**src/rtl/srl_pkg.sv**
```systemverilog
package srl_pkg;
    parameter int REG_W  = 8;
    parameter int DIV_BIT = 0;
    parameter int PD_BIT  = 2;
    localparam int FULL_BITS = 3 * REG_W;
    // ignored control bits above PD_BIT are never stored
    localparam int SR_W  = FULL_BITS - (REG_W - 1 - PD_BIT);
    localparam int CNT_W = $clog2(FULL_BITS + 2);
endpackage

```
**src/rtl/srl_sync.sv**
```systemverilog
module srl_sync #(
    parameter int WIDTH  = 3,
    parameter int STAGES = 2
) (
    input  logic             clk,
    input  logic             rst_n,
    input  logic [WIDTH-1:0] rst_val,
    input  logic [WIDTH-1:0] d_i,
    output logic [WIDTH-1:0] q_o
);
    generate
        if (STAGES == 0) begin : g_bypass
            assign q_o = d_i;
        end else begin : g_chain
            logic [WIDTH-1:0] chain_q [STAGES];
            always_ff @(posedge clk or negedge rst_n) begin
                if (!rst_n) begin
                    for (int i = 0; i < STAGES; i++) chain_q[i] <= rst_val;
                end else begin
                    chain_q[0] <= d_i;
                    for (int i = 1; i < STAGES; i++) chain_q[i] <= chain_q[i-1];
                end
            end
            assign q_o = chain_q[STAGES-1];
        end
    endgenerate
endmodule

```
**src/rtl/srl_frontend.sv**
```systemverilog
module srl_frontend
    import srl_pkg::*;
(
    input  logic             clk,
    input  logic             rst_n,
    input  logic             sck_s,
    input  logic             sdi_s,
    input  logic             csn_s,
    output logic             done_o,
    output logic [CNT_W-1:0] count_o,
    output logic             fld_div_o,
    output logic             fld_pd_o,
    output logic [REG_W-1:0] fld_per_o,
    output logic [REG_W-1:0] fld_hi_o
);
    localparam logic [CNT_W-1:0] CNT_SAT = CNT_W'(FULL_BITS + 1);

    typedef struct packed {
        logic            sck_prev;
        logic            csn_prev;
        logic [SR_W-1:0] sr;
        logic [CNT_W-1:0] cnt;
    } fe_state_t;

    fe_state_t st_q, st_d;

    always_comb begin
        st_d = st_q;
        st_d.sck_prev = sck_s;
        st_d.csn_prev = csn_s;
        if (!csn_s && st_q.csn_prev) begin
            st_d.sr  = '0;
            st_d.cnt = '0;
        end else if (!csn_s && sck_s && !st_q.sck_prev) begin
            st_d.sr = {st_q.sr[SR_W-2:0], sdi_s};
            if (st_q.cnt != CNT_SAT) st_d.cnt = st_q.cnt + 1'b1;
        end
    end

    always_ff @(posedge clk or negedge rst_n) begin
        if (!rst_n) begin
            st_q <= '{sck_prev: 1'b0, csn_prev: 1'b1, sr: '0, cnt: '0};
        end else begin
            st_q <= st_d;
        end
    end

    assign done_o    = csn_s && !st_q.csn_prev;
    assign count_o   = st_q.cnt;
    assign fld_hi_o  = st_q.sr[REG_W-1:0];
    assign fld_per_o = st_q.sr[2*REG_W-1:REG_W];
    assign fld_div_o = st_q.sr[2*REG_W+DIV_BIT];
    assign fld_pd_o  = st_q.sr[SR_W-1];

    // a deselected interface must not count
    assert_idle_no_count_R10: assert property (@(posedge clk) disable iff (!rst_n)
        (csn_s && st_q.csn_prev) |=> $stable(st_q.cnt));
    // the counter never passes its saturation value
    assert_count_bounded_R5: assert property (@(posedge clk) disable iff (!rst_n)
        st_q.cnt <= CNT_SAT);
endmodule

```
**src/rtl/srl_decoder.sv**
```systemverilog
module srl_decoder
    import srl_pkg::*;
(
    input  logic             clk,
    input  logic             rst_n,
    input  logic             done_i,
    input  logic [CNT_W-1:0] count_i,
    input  logic             fld_div_i,
    input  logic             fld_pd_i,
    input  logic [REG_W-1:0] fld_per_i,
    input  logic [REG_W-1:0] fld_hi_i,
    output logic             div2_o,
    output logic             pwrdn_o,
    output logic [REG_W-1:0] period_o,
    output logic [REG_W-1:0] high_o,
    output logic             commit_o,
    output logic             init_o,
    output logic             run_o
);
    typedef struct packed {
        logic             div;
        logic             pd;
        logic [REG_W-1:0] per;
        logic [REG_W-1:0] hi;
        logic             init;
        logic             commit;
    } dec_state_t;

    dec_state_t st_q, st_d;

    logic len_one, len_two, len_full;
    assign len_one  = (count_i == CNT_W'(REG_W));
    assign len_two  = (count_i == CNT_W'(2 * REG_W));
    assign len_full = (count_i == CNT_W'(FULL_BITS));

    always_comb begin
        st_d = st_q;
        st_d.commit = 1'b0;
        if (done_i && (len_one || len_two || len_full)) begin
            st_d.commit = 1'b1;
            st_d.hi     = fld_hi_i;
            if (len_two || len_full) st_d.per = fld_per_i;
            if (len_full) begin
                st_d.div  = fld_div_i;
                st_d.pd   = fld_pd_i;
                st_d.init = 1'b1;
            end
        end
    end

    always_ff @(posedge clk or negedge rst_n) begin
        if (!rst_n) st_q <= '0;
        else        st_q <= st_d;
    end

    assign div2_o   = st_q.div;
    assign pwrdn_o  = st_q.pd;
    assign period_o = st_q.per;
    assign high_o   = st_q.hi;
    assign commit_o = st_q.commit;
    assign init_o   = st_q.init;
    assign run_o    = st_q.init && !st_q.pd;

    // strobe lasts one cycle
    assert_commit_single_R6: assert property (@(posedge clk) disable iff (!rst_n)
        commit_o |=> !commit_o);
    // a bad length yields no strobe
    assert_bad_len_no_commit_R5: assert property (@(posedge clk) disable iff (!rst_n)
        (done_i && !len_one && !len_two && !len_full) |=> !commit_o);
    // control fields move only on a full write
    assert_ctrl_full_only_R3: assert property (@(posedge clk) disable iff (!rst_n)
        (done_i && !len_full) |=> ($stable(div2_o) && $stable(pwrdn_o)));
    // initialization is sticky
    assert_init_sticky_R8: assert property (@(posedge clk) disable iff (!rst_n)
        init_o |=> init_o);
    // never run while powered down
    assert_no_run_pd_R9: assert property (@(posedge clk) disable iff (!rst_n)
        pwrdn_o |-> !run_o);
endmodule

```
**src/rtl/serial_reg_loader.sv**
```systemverilog
module serial_reg_loader
    import srl_pkg::*;
#(
    parameter int SYNC_STAGES = 2
) (
    input  logic             clk,
    input  logic             rst_n,
    input  logic             sck_i,
    input  logic             sdi_i,
    input  logic             csn_i,
    output logic             div2_o,
    output logic             pwrdn_o,
    output logic [REG_W-1:0] period_o,
    output logic [REG_W-1:0] high_o,
    output logic             commit_o,
    output logic             init_o,
    output logic             run_o
);
    logic [2:0]       sync_q;
    logic             done;
    logic [CNT_W-1:0] count;
    logic             f_div, f_pd;
    logic [REG_W-1:0] f_per, f_hi;

    srl_sync #(.WIDTH(3), .STAGES(SYNC_STAGES)) i_sync (
        .clk(clk), .rst_n(rst_n), .rst_val(3'b100),
        .d_i({csn_i, sdi_i, sck_i}), .q_o(sync_q)
    );

    srl_frontend i_fe (
        .clk(clk), .rst_n(rst_n),
        .sck_s(sync_q[0]), .sdi_s(sync_q[1]), .csn_s(sync_q[2]),
        .done_o(done), .count_o(count),
        .fld_div_o(f_div), .fld_pd_o(f_pd), .fld_per_o(f_per), .fld_hi_o(f_hi)
    );

    srl_decoder i_dec (
        .clk(clk), .rst_n(rst_n), .done_i(done), .count_i(count),
        .fld_div_i(f_div), .fld_pd_i(f_pd), .fld_per_i(f_per), .fld_hi_i(f_hi),
        .div2_o(div2_o), .pwrdn_o(pwrdn_o), .period_o(period_o), .high_o(high_o),
        .commit_o(commit_o), .init_o(init_o), .run_o(run_o)
    );
endmodule

```
**config.mk**
```make
export PLATFORM = sky130hd
export DESIGN_NAME = serial_reg_loader
export DESIGN_NICKNAME = d
export VERILOG_FILES = /design/src/rtl/srl_pkg.sv /design/src/rtl/srl_sync.sv /design/src/rtl/srl_frontend.sv /design/src/rtl/srl_decoder.sv /design/src/rtl/serial_reg_loader.sv
export SDC_FILE = /design/constraint.sdc
export NUM_CORES = 1
export LEC_CHECK = 0
export BUFFER_PORTS_ARGS = -buffer_cell sky130_fd_sc_hd__buf_4
export CORE_UTILIZATION = 45
export DETAILED_ROUTE_END_ITERATION = 8
export GPL_TIMING_DRIVEN = 0
export PLACE_DENSITY = 0.65
export SLEW_MARGIN = 5
export SYNTH_ARGS = -nofsm -noshare
export SYNTH_HDL_FRONTEND = slang
export SYNTH_SLANG_ARGS = --single-unit
```
**constraint.sdc**
```tcl
create_clock -name clk -period 3.6 [get_ports clk]
set_input_delay 0.18 -clock clk [delete_from_list [all_inputs] [get_ports clk]]
set_output_delay 0.18 -clock clk [all_outputs]
set_load 0.01 [all_outputs]
```
-- Yosys cells after proc, flatten, opt, wreduce, memory -nomap -nowiden
Index checks and enable logic that the tools add are counted.
- bits in registers: 52
- input port bits: 5
- output and inout port bits: 21
- add/subtract/negate cells: 1
- equal/unequal tests: 4
- mux-type cells: 4
- reductions and logical operators: 18
- operator list (cell ; number):
    24-bit 2-to-1 mux ; 2
    5-bit equality test (second input constant) ; 2
    1-bit logical AND ; 6
    2-bit AND reduction ; 3
    5-bit by 1-bit adder with 5-bit output (second input constant) ; 1
    5-bit by 4-bit equality test with 1-bit output (second input constant) ; 1
    5-bit 2-to-1 mux ; 1
    5-bit != test (second input constant) ; 1
    1-bit zero test ; 4
    2-bit nonzero test ; 2
    1-bit logical OR ; 3
    1-bit 2-to-1 mux ; 1

-- Logic depth before layout (Yosys ltp)
Gate-level depths: netlist of run 1.
- depth after elaboration: 5
- depth in mapped cells: 6

-- Worst setup path after synthesis of run 1
No wires, ideal clock.
- path kind: flip-flop to flip-flop
- from: register i_fe.st_q (netlist bit i_fe.count_o[0])
- to: register i_dec.st_q (netlist bit i_dec.high_o[0])
- arrival: 1.419 ns
- data required time: 3.472 ns
- slack: 2.054 ns
- cell stages (with the launch flop): 7
- path buffers: 1
- cells stage by stage: dfrtp_1 > inv_1 > ha_1 > and4bb_1 > o21a_1 > buf_2 > mux2_1
- word-level cells in the longest chain between the ends: 4
- elaborated cells between the ends (all ways): 6
- RTL lines (what ; RTL line ; source):
    start: declaration ; srl_frontend.sv:25 ; fe_state_t st_q, st_d;
    start signal: assignment ; srl_frontend.sv:42 ; st_q <= '{sck_prev: 1'b0, csn_prev: 1'b1, sr: '0, cnt: '0};
    start signal: assignment ; srl_frontend.sv:44 ; st_q <= st_d;
    5-bit by 4-bit equality test with 1-bit output or 5-bit equality test (tied branches) ; srl_decoder.sv:32, srl_decoder.sv:33 ;
    1-bit logical OR ; srl_decoder.sv:39 ; if (done_i && (len_one || len_two || len_full)) begin
    1-bit logical OR * ; srl_decoder.sv:39 ;
    1-bit logical AND * ; srl_decoder.sv:39 ;
    end signal: assignment ; srl_decoder.sv:53 ; else st_q <= st_d;
    end: declaration ; srl_decoder.sv:29 ; dec_state_t st_q, st_d;
Mark *: on every way between the ends. The rest lies on a longest branch, timed or not.
A chain may end at the register's enable or synchronous reset.

-- Worst setup path after layout of run 1
- from: register i_fe.st_q (netlist bit i_fe.count_o[0])
- to: register i_dec.st_q (netlist bit i_dec.period_o[0])
- word-level cells in the longest chain between the ends: 5
- elaborated cells between the ends (all ways): 8
- RTL lines (what ; RTL line):
    5-bit by 4-bit equality test with 1-bit output or 5-bit equality test (tied branches) ; srl_decoder.sv:32, srl_decoder.sv:33
    1-bit logical OR (2 in a row) ; srl_decoder.sv:39
    1-bit logical AND ; srl_decoder.sv:39
    2-bit AND reduction (no source line) * ; -
Marked as above.

==> run metrics, run 1 <==
Net Count, Synth=178; initial antenna violation count=0; Yosys warnings=0; minimum clock period=1.73 ns; hold_sp=i_sync.g_chain.chain_q[3]$_DFF_PN0_; maximum clock rate=577 MHz; status=finished clean; Total GRT Usage=18.0%; Port Buf Inserts=25; clk slew on worst S/H paths=0.09 ns; flops & latches, synth=52; placed instance area=2260 sq um; depth of the most critical reg-to-reg path=5; Hold Path Sink=i_sync.q_o[0]$_DFF_PN0_; unrepaired setup endpoints after global routing=false; largest net degree at the start of global routing=53; fill count=370; H-tree depth=2; Fin. Hold Viols=0; total I/O pin count=26; layout cell share with drive strength beyond 1=19.8%; Post-DP HPWL=2.43 mm; Final TNS setup=0 ns; Synth top area share=60.9%; Reg area=1310 sq um; Multi-input gate area=669 sq um; Avg Inst Size Synth=11.8 sq um; Hold Slack=0.359 ns; CTS Sinks=52; synthesis-to-layout area growth=19.2%; final max-slew violation count=0; CP Max Fanout=8; dominant synthesized flop cell=dfrtp_1; Yosys top cell by area=dfrtp_1; CTS tree=done; Post-Syn Area=2010 sq um; Final Instance Area=2400 sq um; CP arrival=1.93 ns; initial core utilization=48.6%; synth unique cells=26; global route total overflow=0; Site Rows=23; Max Root-Sink Buffers=2; die outline height=68.9 um; antenna cells=0; post-cts resize count=0; Worst VDD drop=0.231 mV; 1st-pass router iterations=4; most frequent cell after synthesis=dfrtp_1; die area=4750 sq um; number of nets in the layout=214; ANT nets after route=0; Util after Layout=57.9%; vias=1334; Cells after Synth=170; Crit. End Element=flop; Seq/Total Area, Yosys=64.8%; Leakage Power=0.00117 uW; CORE AREA=4140 sq um; maximum capacitance violations=0; Hold Path Class=flop to flop; Post-synth EDFFs=0; Residual DRC=0; gp weighted congestion=0.736; main area contributors after synthesis=dfrtp_1 61%, mux2_1 7.8%, nand2_1 7.5%, a21oi_1 5.7%, dfstp_2 3.9%; asr flop ratio synth=100%; kind of critical path=flop to flop; WHS Path Cells=0; Fin Clk Skew=0.0132 ns; clk_lat worst skew=0.31 ns; 1st-iter DRT viols=87; first-pass GRT wire length=6.06 mm; Slew HR=57.0%; Placed Cells=245; total CTS buffers=5; RR Endpoint=i_dec.period_o[0]$_DFFE_PN0P_; Worst setup SP type=flop; worst reg2reg setup slack=1.87 ns; Crit path required time=3.80 ns; Final setup viols=0; Die X=68.9 um; crit share post-route=48.1%; top cells by count, synth=49 x dfrtp_1, 40 x nand2_1, 23 x a21oi_1; slew of the pin with the lowest slew margin=0.645 ns; routed wire length per instance=14.0 um; vias in the first global route=1328; WL final=3.59 mm; reg-to-reg critical path startpoint=i_fe.count_o[0]$_DFFE_PN0P_; power per cell area=413 nW/um^2; post-route insts no fill=257; via density per instance=5.19; CTS root buf=clkbuf_8
==> cells in the final DEF, fill, tap and decap left out, types with 4 or more instances in the layout <==
cell type       n
clkbuf_8        6
dlygate4sd3_1   4
buf_4          25
dfrtp_1        49
mux2_1         14
a21oi_1        23
mux2_2          4
nand3_1         4
nand2_1        40
clkbuf_1        7
==> worst max-delay path: stages, from the launching register on <==
cell      delay, ns
dfrtp_1        0.42
inv_1          0.09
ha_1           0.20
and4bb_1       0.21
nand2_1        0.32
mux2_2         0.38
==> worst max path at each step <==
stage,start,endpoint,slack (ns)
after global placement,i_fe.count_o[0]$_DFFE_PN0P_,i_dec.period_o[0]$_DFFE_PN0P_,1.94
after CTS,i_fe.count_o[0]$_DFFE_PN0P_,i_dec.high_o[0]$_DFFE_PN0P_,1.86
after global routing,i_fe.count_o[0]$_DFFE_PN0P_,i_dec.high_o[0]$_DFFE_PN0P_,1.78
after floorplan,i_fe.count_o[0]$_DFFE_PN0P_,i_dec.high_o[0]$_DFFE_PN0P_,2.05
final,i_fe.count_o[0]$_DFFE_PN0P_,i_dec.period_o[0]$_DFFE_PN0P_,1.87
after detailed placement,i_fe.count_o[0]$_DFFE_PN0P_,i_dec.high_o[7]$_DFFE_PN0P_,1.86
==> cell type report <==
| type | count | share of cell area (%) |
|---|---|---|
| Multi-Input combinational cell | 108 | 27.9 |
| Tap cell | 50 | 2.61 |
| Inverter | 2 | 0.313 |
| Timing Repair Buffer | 29 | 9.49 |
| Sequential cell | 52 | 54.4 |
| Buffer | 8 | 1.30 |
| Clock buffer | 6 | 3.44 |
| Clock inverter | 2 | 0.574 |
==> layer usage <==
layer	track usage, %	vias up	wire length [um]	part of all wire, %
met5	0	-	0	0
met4	8.93	0	61	1.7
met3	5.43	6	131	3.7
met2	27.4	23	1690	47
met1	23.2	661	1700	47
li1	-	644	-	-
==> report_power, final <==
group          internal, uW  switching [uW]
logic                  13.4            27.9
clock network           157             192
registers               593            6.93
==> through the flow <==
| stage | setup slack [ns] | total power (uW) |
|---|---|---|
| global placement | 1.94 | 647 |
| floorplan | 2.05 | 627 |
| CTS | 1.86 | 1000 |
| global route | 1.78 | 1030 |
| detailed placement | 1.86 | 650 |
| finish | 1.87 | 990 |
==> repair_timing <==
action | 4_1_cts | 5_1_grt
hold endpoints to repair | 52 | 0
buffers inserted | 0 | 0
hold buffers | 4 | 0
==> flip-flops by register name, indices dropped and copies added, names as in the netlist, 3 cells and up <==
| name | count |
|---|---|
| i_fe.fld_hi_o | 8 |
| i_fe.count_o | 5 |
| i_sync.g_chain.chain_q | 3 |
| i_dec.high_o | 8 |
| i_fe.fld_per_o | 8 |
| i_dec.period_o | 8 |
| i_sync.q_o | 3 |
| i_fe.st_q | 3 |
==> cell families (layout without fill, tap and decap cells) <==
logic type,count (synthesis),in the layout,share of synthesized area (%)
AO/OA/AOI/OAI,28,28,7.08
adder cells (fa/ha/maj),3,3,1.86
buffers and inverters,10,47,1.93
flip-flops,52,52,64.8
multiplexers,18,18,10.1
AND/OR/NAND/NOR,59,59,14.2
Power figures use the tool's default switching activity.
==> run 2, diff against run 1 <==
==> constraint.sdc (replaced) <==
create_clock -name clk -period 1.6 [get_ports clk]
set_input_delay 0.08 -clock clk [delete_from_list [all_inputs] [get_ports clk]]
set_output_delay 0.08 -clock clk [all_outputs]
set_load 0.01 [all_outputs]
==> run 2 against run 1 <==
Clock power rose by 120%; first-iteration DRC count fell by 3.4%; register-to-register slack got worse by 1.9 ns; worst setup slack got worse by 1.9 ns; fmax rose by 9.1%.
==> run metrics, run 2 (synthesis gave the netlist of run 1 again) <==
status=finished clean; kind of critical path=flop to flop; clk slew on worst S/H paths=0.10 ns; Final TNS setup=0 ns; initial core utilization=48.6%; CTS Sinks=52; Worst path max stage delay=0.41 ns; commonest non-fill, non-tap cells in the layout=49 x dfrtp_1, 39 x nand2_1, 28 x buf_4; ANT nets after route=0; largest net degree at the start of global routing=53; Total GRT Usage=18.6%; Placed Cells=245; clk_lat worst skew=0.31 ns; Fin Clk Skew=0.0123 ns; Hold Path Class=input pin to asynchronous set/reset pin; slew of the pin with the lowest slew margin=0.643 ns; WL final=3.74 mm; vias in the first global route=1355; final max-slew violation count=0; vias=1396; via density per instance=5.37; synthesis-to-layout area growth=21.9%; layout cell share with drive strength beyond 1=26.2%; CORE AREA=4140 sq um; commonest non-fill, non-tap cell in the layout=dfrtp_1; CTS root buf=clkbuf_8; antenna cells=0; Slew HR=57.1%; total CTS buffers=5; Site Rows=23; CP Max Fanout=9; unrepaired setup endpoints after global routing=true; Worst VDD drop=0.518 mV; Leakage Power=0.00121 uW; CP max-delay cell=dfrtp_1; maximum capacitance violations=0; maximum clock rate=630 MHz; minimum clock period=1.59 ns; Die X=68.9 um; Final setup viols=0; 1st-pass router iterations=5; die outline height=68.9 um; Crit. End Element=flop; number of nets in the layout=217; total I/O pin count=26; Fin. Hold Viols=0; post-route total power=2240 uW; die area=4750 sq um; 1st-iter DRT viols=84; post-route insts no fill=260; Post-DP HPWL=2.43 mm; gp weighted congestion=0.736; H-tree depth=2; Port Buf Inserts=25; power per cell area=913 nW/um^2; first-pass GRT wire length=6.22 mm; Max Root-Sink Buffers=2; CP arrival=1.79 ns; global route total overflow=0; initial antenna violation count=0; crit share post-route=99.2%; Worst setup SP type=flop; Crit path required time=1.80 ns; Residual DRC=0; CP cell instances=inv_2 -> ha_1 -> and4bb_1 -> o21a_1 -> buf_6 -> mux2_1; CTS tree=done; routed wire length per instance=14.4 um
## run 2: cell count changes in the layout (fill, tap and decap cells not counted), sizes merged
cell  before  now
buf       26   29
## run 2: path summary, 6_finish.rpt
check	cells past startpoint	from	to	slack (ns)
min in group clk	0	i_sync.g_chain.chain_q[3]$_DFF_PN0_	i_sync.q_o[0]$_DFF_PN0_	0.36
max in group asynchronous	2	rst_n	i_dec.period_o[6]$_DFFE_PN0P_	0.83
hold reg to reg	0	i_sync.g_chain.chain_q[3]$_DFF_PN0_	i_sync.q_o[0]$_DFF_PN0_	0.36
setup / recovery	6	i_fe.count_o[1]$_DFFE_PN0P_	i_dec.high_o[6]$_DFFE_PN0P_	0.01
hold / removal	2	rst_n	i_dec.high_o[2]$_DFFE_PN0P_	0.34
setup reg to reg	6	i_fe.count_o[1]$_DFFE_PN0P_	i_dec.high_o[6]$_DFFE_PN0P_	0.01
## run 2: power breakdown
part           leakage [uW]  total [uW]  internal [uW]  switching, uW
combinational      0.000458         111           40.0           70.7
sequential         0.000703        1350           1330           13.6
clock             0.0000516         783            354            429
## run 2: cell type report
cell class | count | area (sq um)
clock buffer | 6 | 82.6
tap | 50 | 62.6
timing repair buffer | 32 | 250
fill | 366 | 1690
buffer | 8 | 43.8
inverter | 2 | 7.51
multi-input combinational | 108 | 688
sequential | 52 | 1310
clock inverter | 2 | 13.8
## run 2: layer usage
metal / GRT usage (%) / up-vias / wire length [um]
met5: 0 / - / 0
met4: 9.44 / 0 / 79
met1: 23.5 / 702 / 1700
li1: - / 651 / -
met3: 5.59 / 9 / 149
met2: 28.9 / 34 / 1810
## run 2: critical path: cells and delay by family, from the launching register on
kind,cells,cell delay [ns]
flip-flops,1,0.41
buffers and inverters,2,0.22
AND/OR/NAND/NOR,1,0.24
AO/OA/AOI/OAI,1,0.15
adder cells (fa/ha/maj),1,0.14
multiplexers,1,0.34
## run 2: stage by stage
| stage | hold slack (ns) | cell area (sq um) | util, % | setup WS, ns |
|---|---|---|---|---|
| after floorplan | -0.216 | 2010 | - | 0.0537 |
| after global placement | 0.139 | 2260 | 54.6 | -0.0641 |
| after detailed placement | 0.150 | 2260 | 54.6 | -0.142 |
| after CTS | 0.362 | 2440 | 58.9 | -0.00299 |
| after global routing | 0.370 | 2450 | 59.2 | -0.0460 |
| final | 0.339 | 2450 | 59.2 | 0.0121 |
## run 2: repair_timing
item / CTS / global route
hold endpoints to repair: 52 / 0
gates resized for setup: 7 / 10
pin swaps: 0 / 0
hold buffers: 4 / 0
endpoints found under the setup margin: 18 / 33
setup buffers: 3 / 0
==> run 3, diff against run 2 <==
--- a/config.mk
+++ b/config.mk
@@ -6,10 +6,10 @@
 export NUM_CORES = 1
 export LEC_CHECK = 0
 export BUFFER_PORTS_ARGS = -buffer_cell sky130_fd_sc_hd__buf_4
-export CORE_UTILIZATION = 45
+export CORE_UTILIZATION = 30
 export DETAILED_ROUTE_END_ITERATION = 8
 export GPL_TIMING_DRIVEN = 0
-export PLACE_DENSITY = 0.65
+export PLACE_DENSITY = 0.47
 export SLEW_MARGIN = 5
 export SYNTH_ARGS = -nofsm -noshare
 export SYNTH_HDL_FRONTEND = slang
==> run 3 against run 2 <==
The flow now finishes with violations (DRC); combinational power shrank 5%; worst setup slack lost 0.0028 ns; register-to-register slack hardly changed; fmax decreased by 0.18%; global-route usage fell by 7.1 points; first-iteration DRC count shrank 11%; hold slack improved by 0.0036 ns; sequential share of layout area shrank 0.78 points; die area up 48%; utilization decreased by 20 points; non-clock buffer count down 1; critical path type unchanged; highest routed layer unchanged.
==> run metrics, run 3 (synthesis gave the netlist of run 1 again) <==
via density per instance=4.67; Max Root-Sink Buffers=2; slew of the pin with the lowest slew margin=0.648 ns; global route total overflow=0; fill count=629; die area=7040 sq um; kind of critical path=flop to flop; layout cell share with drive strength beyond 1=25.4%; number of nets in the layout=216; Residual DRC=7; CTS Sinks=52; antenna cells=0; Fin Clk Skew=0.00874 ns; Worst setup SP type=flop; maximum clock rate=629 MHz; placed instance area=2300 sq um; ANT nets after route=0; 1st-iter DRT viols=75; Buf+Inv Stages, Crit Path=1; DP Worst Slack=-0.128 ns; minimum clock period=1.59 ns; H-tree depth=2; Placed Cells=272; Post-DP HPWL=2.46 mm; maximum capacitance violations=0; total I/O pin count=26; commonest non-fill, non-tap cells in the layout=49 x dfrtp_1, 39 x nand2_1, 27 x buf_4; unrepaired setup endpoints after global routing=true; initial core utilization=31.3%; largest net degree at the start of global routing=53; vias=1335; synthesis-to-layout area growth=23.7%; CP Max Fanout=9; crit share post-route=99.4%; Util after Layout=38.8%; RR Endpoint=i_dec.high_o[1]$_DFFE_PN0P_; post-route insts no fill=286; Worst path top cell family by delay=flip-flops; CP arrival=1.78 ns; Setup WS post-layout=0.00930 ns; CTS tree=done; 1st-pass router iterations=6; Leakage Power=0.00120 uW; status=finished with violations; first-pass GRT wire length=6.33 mm; Crit path required time=1.79 ns; initial antenna violation count=0; power per cell area=937 nW/um^2; CORE AREA=6420 sq um; CTS root buf=clkbuf_8; Slew HR=56.8%; Final setup viols=0; CP max-delay cell=dfstp_2; final max-slew violation count=0; worst reg2reg setup slack=0.009 ns; clk slew on worst S/H paths=0.10 ns; Total GRT Usage=11.5%; vias in the first global route=1264; Die X=83.9 um; total CTS buffers=5; gp weighted congestion=0.742; Site Rows=29; reg-to-reg critical path startpoint=i_sync.q_o[2]$_DFF_PN1_; Worst VDD drop=0.480 mV; die outline height=83.9 um; clk_lat worst skew=0.30 ns; depth of the most critical reg-to-reg path=4; Crit. End Element=flop; Fin. Hold Viols=0; failing checks=DRC; CP cell instances=and4bb_1 -> o21a_1 -> buf_6 -> mux2_1; WL final=3.73 mm; Hold Path Class=input pin to asynchronous set/reset pin; Worst path max stage delay=0.59 ns; Port Buf Inserts=25; routed wire length per instance=13.1 um; commonest non-fill, non-tap cell in the layout=dfrtp_1; Hold Slack=0.343 ns; Final Instance Area=2490 sq um
## run 3: changes by cell type in the layout (fill, tap and decap cells not counted), sizes merged
| cell | previous run | this run |
|---|---|---|
| buf | 29 | 28 |
| bufinv | 0 | 1 |
| clkbuf | 13 | 12 |
| clkinvlp | 0 | 1 |
| inv | 3 | 2 |
## run 3: per-stage QoR
stage	total power, uW	setup TNS (ns)
2_1_floorplan	1410	0
3_3_place_gp	1460	-2.15
3_5_place_dp	1460	-2.10
4_1_cts	2370	0
5_1_grt	2450	-0.563
6_report	2330	0
## run 3: layout make-up
class / count / area [sq um] / area share [%]
Multi-Input combinational cell: 108 / 677 / 27.2
Sequential cell: 52 / 1310 / 52.4
Inverter: 2 / 7.51 / 0.302
Tap cell: 77 / 96.3 / 3.87
Buffer: 8 / 50.0 / 2.01
Timing Repair Buffer: 31 / 243 / 9.75
Clock inverter: 3 / 42.5 / 1.71
Clock buffer: 5 / 68.8 / 2.76
## run 3: routing by layer
metal | vias up | track usage, % | wire (um)
li1 | 648 | - | -
met1 | 655 | 16.6 | 1900
met2 | 30 | 17.3 | 1670
met3 | 2 | 2.97 | 149
met4 | 0 | 2.82 | 14
met5 | - | 0 | 0
## run 3: worst max path at each step
stage | from | to | depth (start not counted)
after floorplan | i_fe.count_o[0]$_DFFE_PN0P_ | i_dec.high_o[0]$_DFFE_PN0P_ | 6
after global placement | i_fe.count_o[0]$_DFFE_PN0P_ | i_dec.period_o[7]$_DFFE_PN0P_ | 5
after detailed placement | i_fe.count_o[0]$_DFFE_PN0P_ | i_dec.period_o[7]$_DFFE_PN0P_ | 5
after CTS | i_sync.q_o[2]$_DFF_PN1_ | i_dec.high_o[7]$_DFFE_PN0P_ | 4
after global routing | i_fe.count_o[0]$_DFFE_PN0P_ | i_dec.high_o[5]$_DFFE_PN0P_ | 6
final | i_sync.q_o[2]$_DFF_PN1_ | i_dec.high_o[1]$_DFFE_PN0P_ | 4
## run 3: worst register-to-register path, cell delays in order, from the launching register on
cell and delay, ns:
dfstp_2 0.59, and4bb_1 0.26, o21a_1 0.15, buf_6 0.15, mux2_1 0.33
## run 3: timing repair
item,in CTS,in global routing
endpoints found under the hold margin,52,0
setup endpoints to repair,36,33
hold buffers,4,0
setup buffers,2,0
gates resized for setup,5,15
## run 3: report_power, final
part / switching, uW / internal, uW / total, uW / leakage [uW]
logic: 67.5 / 38.2 / 106 / 0.000445
clock network: 418 / 463 / 881 / 0.0000541
registers: 12.1 / 1330 / 1350 / 0.000703
